===== src/rtl/pwm_steer_pkg.sv =====
package pwm_steer_pkg;

    // Shutdown level codes per pin pair
    typedef enum logic [1:0] {
        SD_DRIVE_LOW  = 2'b00,
        SD_DRIVE_HIGH = 2'b01,
        SD_IDLE_A     = 2'b10,
        SD_IDLE_B     = 2'b11
    } sd_code_e;

    // Level forced on a steered pin during shutdown
    function automatic logic sd_level(input logic [1:0] code, input logic active_low);
        logic lvl;
        case (code)
            SD_DRIVE_LOW:  lvl = 1'b0;
            SD_DRIVE_HIGH: lvl = 1'b1;
            default:       lvl = active_low; // inactive level of the pair
        endcase
        return lvl;
    endfunction

endpackage


===== src/rtl/pwm_steer_regs.sv =====
module pwm_steer_regs #(
    parameter int NPINS = 4
) (
    input  logic               clk,
    input  logic               rst_n,
    input  logic               we_i,
    input  logic [NPINS+2:0]   wdata_i,
    input  logic               period_start_i,
    output logic [NPINS-1:0]   act_en_o,
    output logic               pol_ac_o,
    output logic               pol_bd_o
);

    localparam int SYNC_BIT   = NPINS;
    localparam int POL_AC_BIT = NPINS + 1;
    localparam int POL_BD_BIT = NPINS + 2;

    typedef struct packed {
        logic [NPINS-1:0] shadow;
        logic             pend;
        logic [NPINS-1:0] act;
        logic             sync;
        logic             pol_ac;
        logic             pol_bd;
    } st_t;

    st_t st_d, st_q;
    logic apply;

    always_comb begin
        st_d  = st_q;
        apply = st_q.pend && (!st_q.sync || period_start_i);
        if (apply) begin
            st_d.act  = st_q.shadow;
            st_d.pend = 1'b0;
        end
        if (we_i) begin
            st_d.shadow = wdata_i[NPINS-1:0];
            st_d.pend   = 1'b1;
            st_d.sync   = wdata_i[SYNC_BIT];
            st_d.pol_ac = wdata_i[POL_AC_BIT];
            st_d.pol_bd = wdata_i[POL_BD_BIT];
        end
    end

    always_ff @(posedge clk or negedge rst_n) begin
        if (!rst_n) begin
            st_q <= '0;
        end else begin
            st_q <= st_d;
        end
    end

    assign act_en_o = st_q.act;
    assign pol_ac_o = st_q.pol_ac;
    assign pol_bd_o = st_q.pol_bd;


    sync_hold_chk: assert property (@(posedge clk) disable iff (!rst_n)
        (st_q.sync && !period_start_i) |=> $stable(st_q.act));


    imm_apply_chk: assert property (@(posedge clk) disable iff (!rst_n)
        (st_q.pend && !st_q.sync) |=> (st_q.act == $past(st_q.shadow)));


    write_pend_chk: assert property (@(posedge clk) disable iff (!rst_n)
        we_i |=> (st_q.pend && st_q.shadow == $past(wdata_i[NPINS-1:0])));

endmodule


===== src/rtl/pwm_steer_lane.sv =====
module pwm_steer_lane
    import pwm_steer_pkg::*;
(
    input  logic       clk,
    input  logic       rst_n,
    input  logic       en_i,
    input  logic       pwm_i,
    input  logic       port_i,
    input  logic       pol_i,
    input  logic       sd_req_i,
    input  logic [1:0] sd_lvl_i,
    output logic       pin_o
);

    logic steered;

    always_comb begin
        // polarity is applied after selection of the PWM
        steered = pwm_i ^ pol_i;
        if (!en_i) begin
            pin_o = port_i;
        end else if (sd_req_i) begin
            pin_o = sd_level(sd_lvl_i, pol_i);
        end else begin
            pin_o = steered;
        end
    end


    port_pass_chk: assert property (@(posedge clk) disable iff (!rst_n)
        !en_i |-> (pin_o == port_i));


    sd_low_chk: assert property (@(posedge clk) disable iff (!rst_n)
        (sd_req_i && en_i && sd_lvl_i == 2'b00) |-> !pin_o);


    active_low_chk: assert property (@(posedge clk) disable iff (!rst_n)
        (en_i && !sd_req_i && pol_i) |-> (pin_o != pwm_i));

endmodule


===== src/rtl/pwm_steer.sv =====
module pwm_steer #(
    parameter int NPINS = 4
) (
    input  logic               clk,
    input  logic               rst_n,
    input  logic               cfg_we,
    input  logic [NPINS+2:0]   cfg_wdata,
    input  logic               pwm_i,
    input  logic               period_start_i,
    input  logic [NPINS-1:0]   port_i,
    input  logic               sd_req_i,
    input  logic [1:0]         sd_lvl_ac_i,
    input  logic [1:0]         sd_lvl_bd_i,
    output logic [NPINS-1:0]   pin_o
);

    logic [NPINS-1:0] act_en;
    logic             pol_ac;
    logic             pol_bd;

    pwm_steer_regs #(.NPINS(NPINS)) regs_i (
        .clk            (clk),
        .rst_n          (rst_n),
        .we_i           (cfg_we),
        .wdata_i        (cfg_wdata),
        .period_start_i (period_start_i),
        .act_en_o       (act_en),
        .pol_ac_o       (pol_ac),
        .pol_bd_o       (pol_bd)
    );

    // Even pins (A, C) form one pair, odd pins (B, D) the other
    for (genvar i = 0; i < NPINS; i++) begin : g_lane
        localparam bit ODD = (i % 2) == 1;
        pwm_steer_lane lane_i (
            .clk      (clk),
            .rst_n    (rst_n),
            .en_i     (act_en[i]),
            .pwm_i    (pwm_i),
            .port_i   (port_i[i]),
            .pol_i    (ODD ? pol_bd : pol_ac),
            .sd_req_i (sd_req_i),
            .sd_lvl_i (ODD ? sd_lvl_bd_i : sd_lvl_ac_i),
            .pin_o    (pin_o[i])
        );
    end


    reset_port_chk: assert property (@(posedge clk) disable iff (!rst_n)
        (act_en == '0) |-> (pin_o == port_i));

endmodule


===== config.mk =====
export PLATFORM = sky130hd
export DESIGN_NAME = pwm_steer
export DESIGN_NICKNAME = d
export VERILOG_FILES = /design/src/rtl/pwm_steer_pkg.sv /design/src/rtl/pwm_steer_regs.sv /design/src/rtl/pwm_steer_lane.sv /design/src/rtl/pwm_steer.sv
export SDC_FILE = /design/constraint.sdc
export NUM_CORES = 1
export LEC_CHECK = 0
export BUFFER_PORTS_ARGS = -buffer_cell sky130_fd_sc_hd__buf_2
export CAP_MARGIN = 15
export CORE_MARGIN = 5
export CORE_UTILIZATION = 45
export CTS_CLUSTER_SIZE = 12
export DETAILED_ROUTE_END_ITERATION = 12
export PLACE_DENSITY_LB_ADDON = 0.15
export SLEW_MARGIN = 30
export SYNTH_ARGS = -nofsm -noshare
export SYNTH_HDL_FRONTEND = slang
export SYNTH_SLANG_ARGS = --single-unit

===== constraint.sdc =====
create_clock -name clk -period 1.5 [get_ports clk]
set_input_delay 0.225 -clock clk [delete_from_list [all_inputs] [get_ports clk]]
set_output_delay 0.225 -clock clk [all_outputs]
set_load 0.1 [all_outputs]

==> flow_metrics.tcl <==
set metrics [dict create \
    gp_congestion 0.6881 \
    irDropWorstVdd_mv 0.9938 \
    worst_hold_slack_ns 0.1784 \
    drv_cap 0 \
    drt_iter0_markers 0 \
    stdcell_area_sq_um 832.0 \
    setup_viol 4 \
    hold_viol_final 0 \
    critPathCaptureType "primary output" \
    antenna_cells 0 \
    async_flop_share 1.000 \
    r2r_cells 3 \
    hp-class "input pin to flip-flop" \
    dp_slack_ns 0.09581 \
    syn_inst 47 \
    io_pins 25 \
    crit_arrival_ns 1.37 \
    cts-htree-levels 1 \
    ys_top_cells_by_area "dfrtp_1 50%, mux2_2 22%, buf_4 5.0%, mux2i_1 3.3%, o21ai_4 2.7%" \
    clk_pin_slew_ns 0.07 \
    p_int_uw 697.6 \
    clock-sinks 12 \
    yosys-top-cells-count "12 x dfrtp_1, 12 x mux2_2, 4 x buf_4" \
    critical-path-max-stage-delay_ns 0.41 \
    setup_ws_ns -0.09656 \
    layout.nets 93 \
    p_comb_frac 0.401 \
    tightest_slew_ns 0.3246 \
    criticalPathCategory "flip-flop to primary output" \
    grt_pass1_vias 462 \
    avgSynthCellArea_sq_um 12.80 \
    status "finished with violations" \
    fin_skew_ns 0.006513 \
    final_max_slew_viol_count 0 \
    area_growth_pct 38.25 \
    synth-seq-area-share 0.4990 \
    swShare 0.3527 \
    num_rows 13 \
    cts_buffer_depth 2 \
    num_vias 420 \
    initial_core_util 0.4684 \
    whs_path_depth 3 \
    start_kind "flip-flop" \
    cp_cell_sequence "xnor2_1 -> mux2i_1 -> mux2_4 -> buf_12" \
    io_buffers 24 \
    crit_slowest_cell "dfrtp_1" \
    yosysTopAreaCell "dfrtp_1" \
    grt_max_degree 13 \
    ant_nets 0 \
    synth_top_area_share 0.4990 \
    fin_crit_ns 1.597 \
    routed_wl_mm 1.081 \
    synth_edf_count 0 \
    max_freq_ghz 0.6263 \
    setup_tns_ns -0.3051 \
    grt_usage 0.1361 \
    wl_per_cell_um 12.57 \
    worst-endpoint-required_ns 1.27 \
    die-area_sq_mm 0.002169 \
    p_switching_uw 380.2 \
    synth_seq_cells 12 \
    seqPwrFrac 0.370 \
    ys.flop_type "dfrtp_1" \
    drive_above_1_share 0.6620 \
    path_max_fanout 3 \
    synthDistinctLibCells 18 \
    slew_headroom 0.7836 \
    numCtsBuffers 3 \
    core-area_sq_mm 0.001285 \
    syn-num-nets 68 \
    cts_tree "built" \
    fin_crit_sh 1.064 \
    die_w_um 46.57 \
    grt-ovfl-total 0 \
    root_buffer "clkbuf_4" \
    vias_per_cell 4.884 \
    post-route-drc-count 0 \
    final_util 0.6475 \
    violations "setup timing" \
    leakage_uw 0.0003957 \
    yosys_warnings 0 \
    clkLatencyLatePin_ns 0.27 \
    grt_pass1_wl_mm 1.966 \
    drtPass1Iterations 1 \
    power_frac_clock 0.229 \
    antenna_found_initial 0 \
    rsz0062_at_grt "yes" \
    syn_area_sq_um 601.8 \
    place_area_sq_um 765.7 \
    power.density_mw_per_mm2 1295 \
    die_h_um 46.57 \
]
## per-layer routing
metal	up-vias	global-route usage	part of all wire
met1	196	0.1436	0.38
met2	14	0.2280	0.54
met5	-	0	0
met3	0	0.07031	0.084
met4	0	0.05114	0
li1	210	-	-
## kinds of logic after synthesis
kind of cell              count (synthesis)  share of synthesized area
AOI/OAI and AO/OA                         6                    0.09147
buffers and inverters                     7                    0.07067
xor gates and xnor gates                  1                    0.01456
muxes                                    14                     0.2578
and+or+nand+nor                           7                    0.06653
DFF                                      12                     0.4990
## placed cells by master, fill, tap and decap left out, drive strengths merged
cell type,netlist,final
a21oi,2,2
xnor2,1,1
o21ai,2,2
a31o,1,1
clkbuf,0,4
nor3b,1,1
nand2b,2,2
and3b,1,1
nand2,1,1
a311oi,1,1
nor2,2,2
mux2,12,12
buf,5,24
inv,2,2
dlygate4sd3,0,1
mux2i,2,2
dfrtp,12,12
## timing repair
item,CTS,global route
buffers inserted,0,0
hold buffers,1,0
pin swaps,3,0
endpoints found under the setup margin,4,4
resized for setup,5,0
endpoints found under the hold margin,12,0
## registers in the layout, summed over array words and instances (netlist names)
register,cells
regs_i.st_q,6
regs_i.pol_ac_o,1
regs_i.act_en_o,4
regs_i.pol_bd_o,1
## per-stage QoR
stage | total power (uW) | std cells
3_5_place_dp | 818.8 | 81
2_1_floorplan | 693.3 | 47
4_1_cts | 1092 | 86
3_3_place_gp | 813.3 | 81
5_1_grt | 1152 | 86
6_report | 1078 | 86
## final timing paths
kind	startpoint	end	slack, ns
setup / recovery	regs_i.pol_ac_o$_DFFE_PN0P_	pin_o[0]	-0.1
hold / removal	cfg_wdata[4]	regs_i.st_q[2]$_DFFE_PN0P_	0.18
setup reg to reg	regs_i.st_q[2]$_DFFE_PN0P_	regs_i.act_en_o[1]$_DFFE_PN0P_	0.43
hold reg to reg	regs_i.st_q[8]$_DFFE_PN0P_	regs_i.act_en_o[0]$_DFFE_PN0P_	0.50
max in group asynchronous	rst_n	regs_i.st_q[2]$_DFFE_PN0P_	0.93
min in group asynchronous	rst_n	regs_i.st_q[9]$_DFFE_PN0P_	0.36
## power groups by stage
stage / Sequential [uW] / Combinational [uW] / Clock [uW]
3_5_place_dp: 400 / 419 / 0
5_1_grt: 405 / 455 / 292
3_3_place_gp: 399 / 414 / 0
2_1_floorplan: 393 / 301 / 0
6_report: 399 / 432 / 247
4_1_cts: 398 / 436 / 258
## critical path: cells and delay by family, from the launching register on
kind | cells | cell delay, ns
xor+xnor | 1 | 0.14
buf+inv | 1 | 0.17
flops | 1 | 0.41
mux | 2 | 0.38
## cell type report
class | count | area (sq um)
Tap cell | 15 | 18.77
Clock buffer | 4 | 36.28
Timing Repair Buffer | 25 | 190.2
Sequential cell | 12 | 300.3
Fill cell | 103 | 452.9
Multi-Input combinational cell | 28 | 279.0
Inverter | 2 | 7.507
Note: power is estimated with default switching activity, not from simulation.
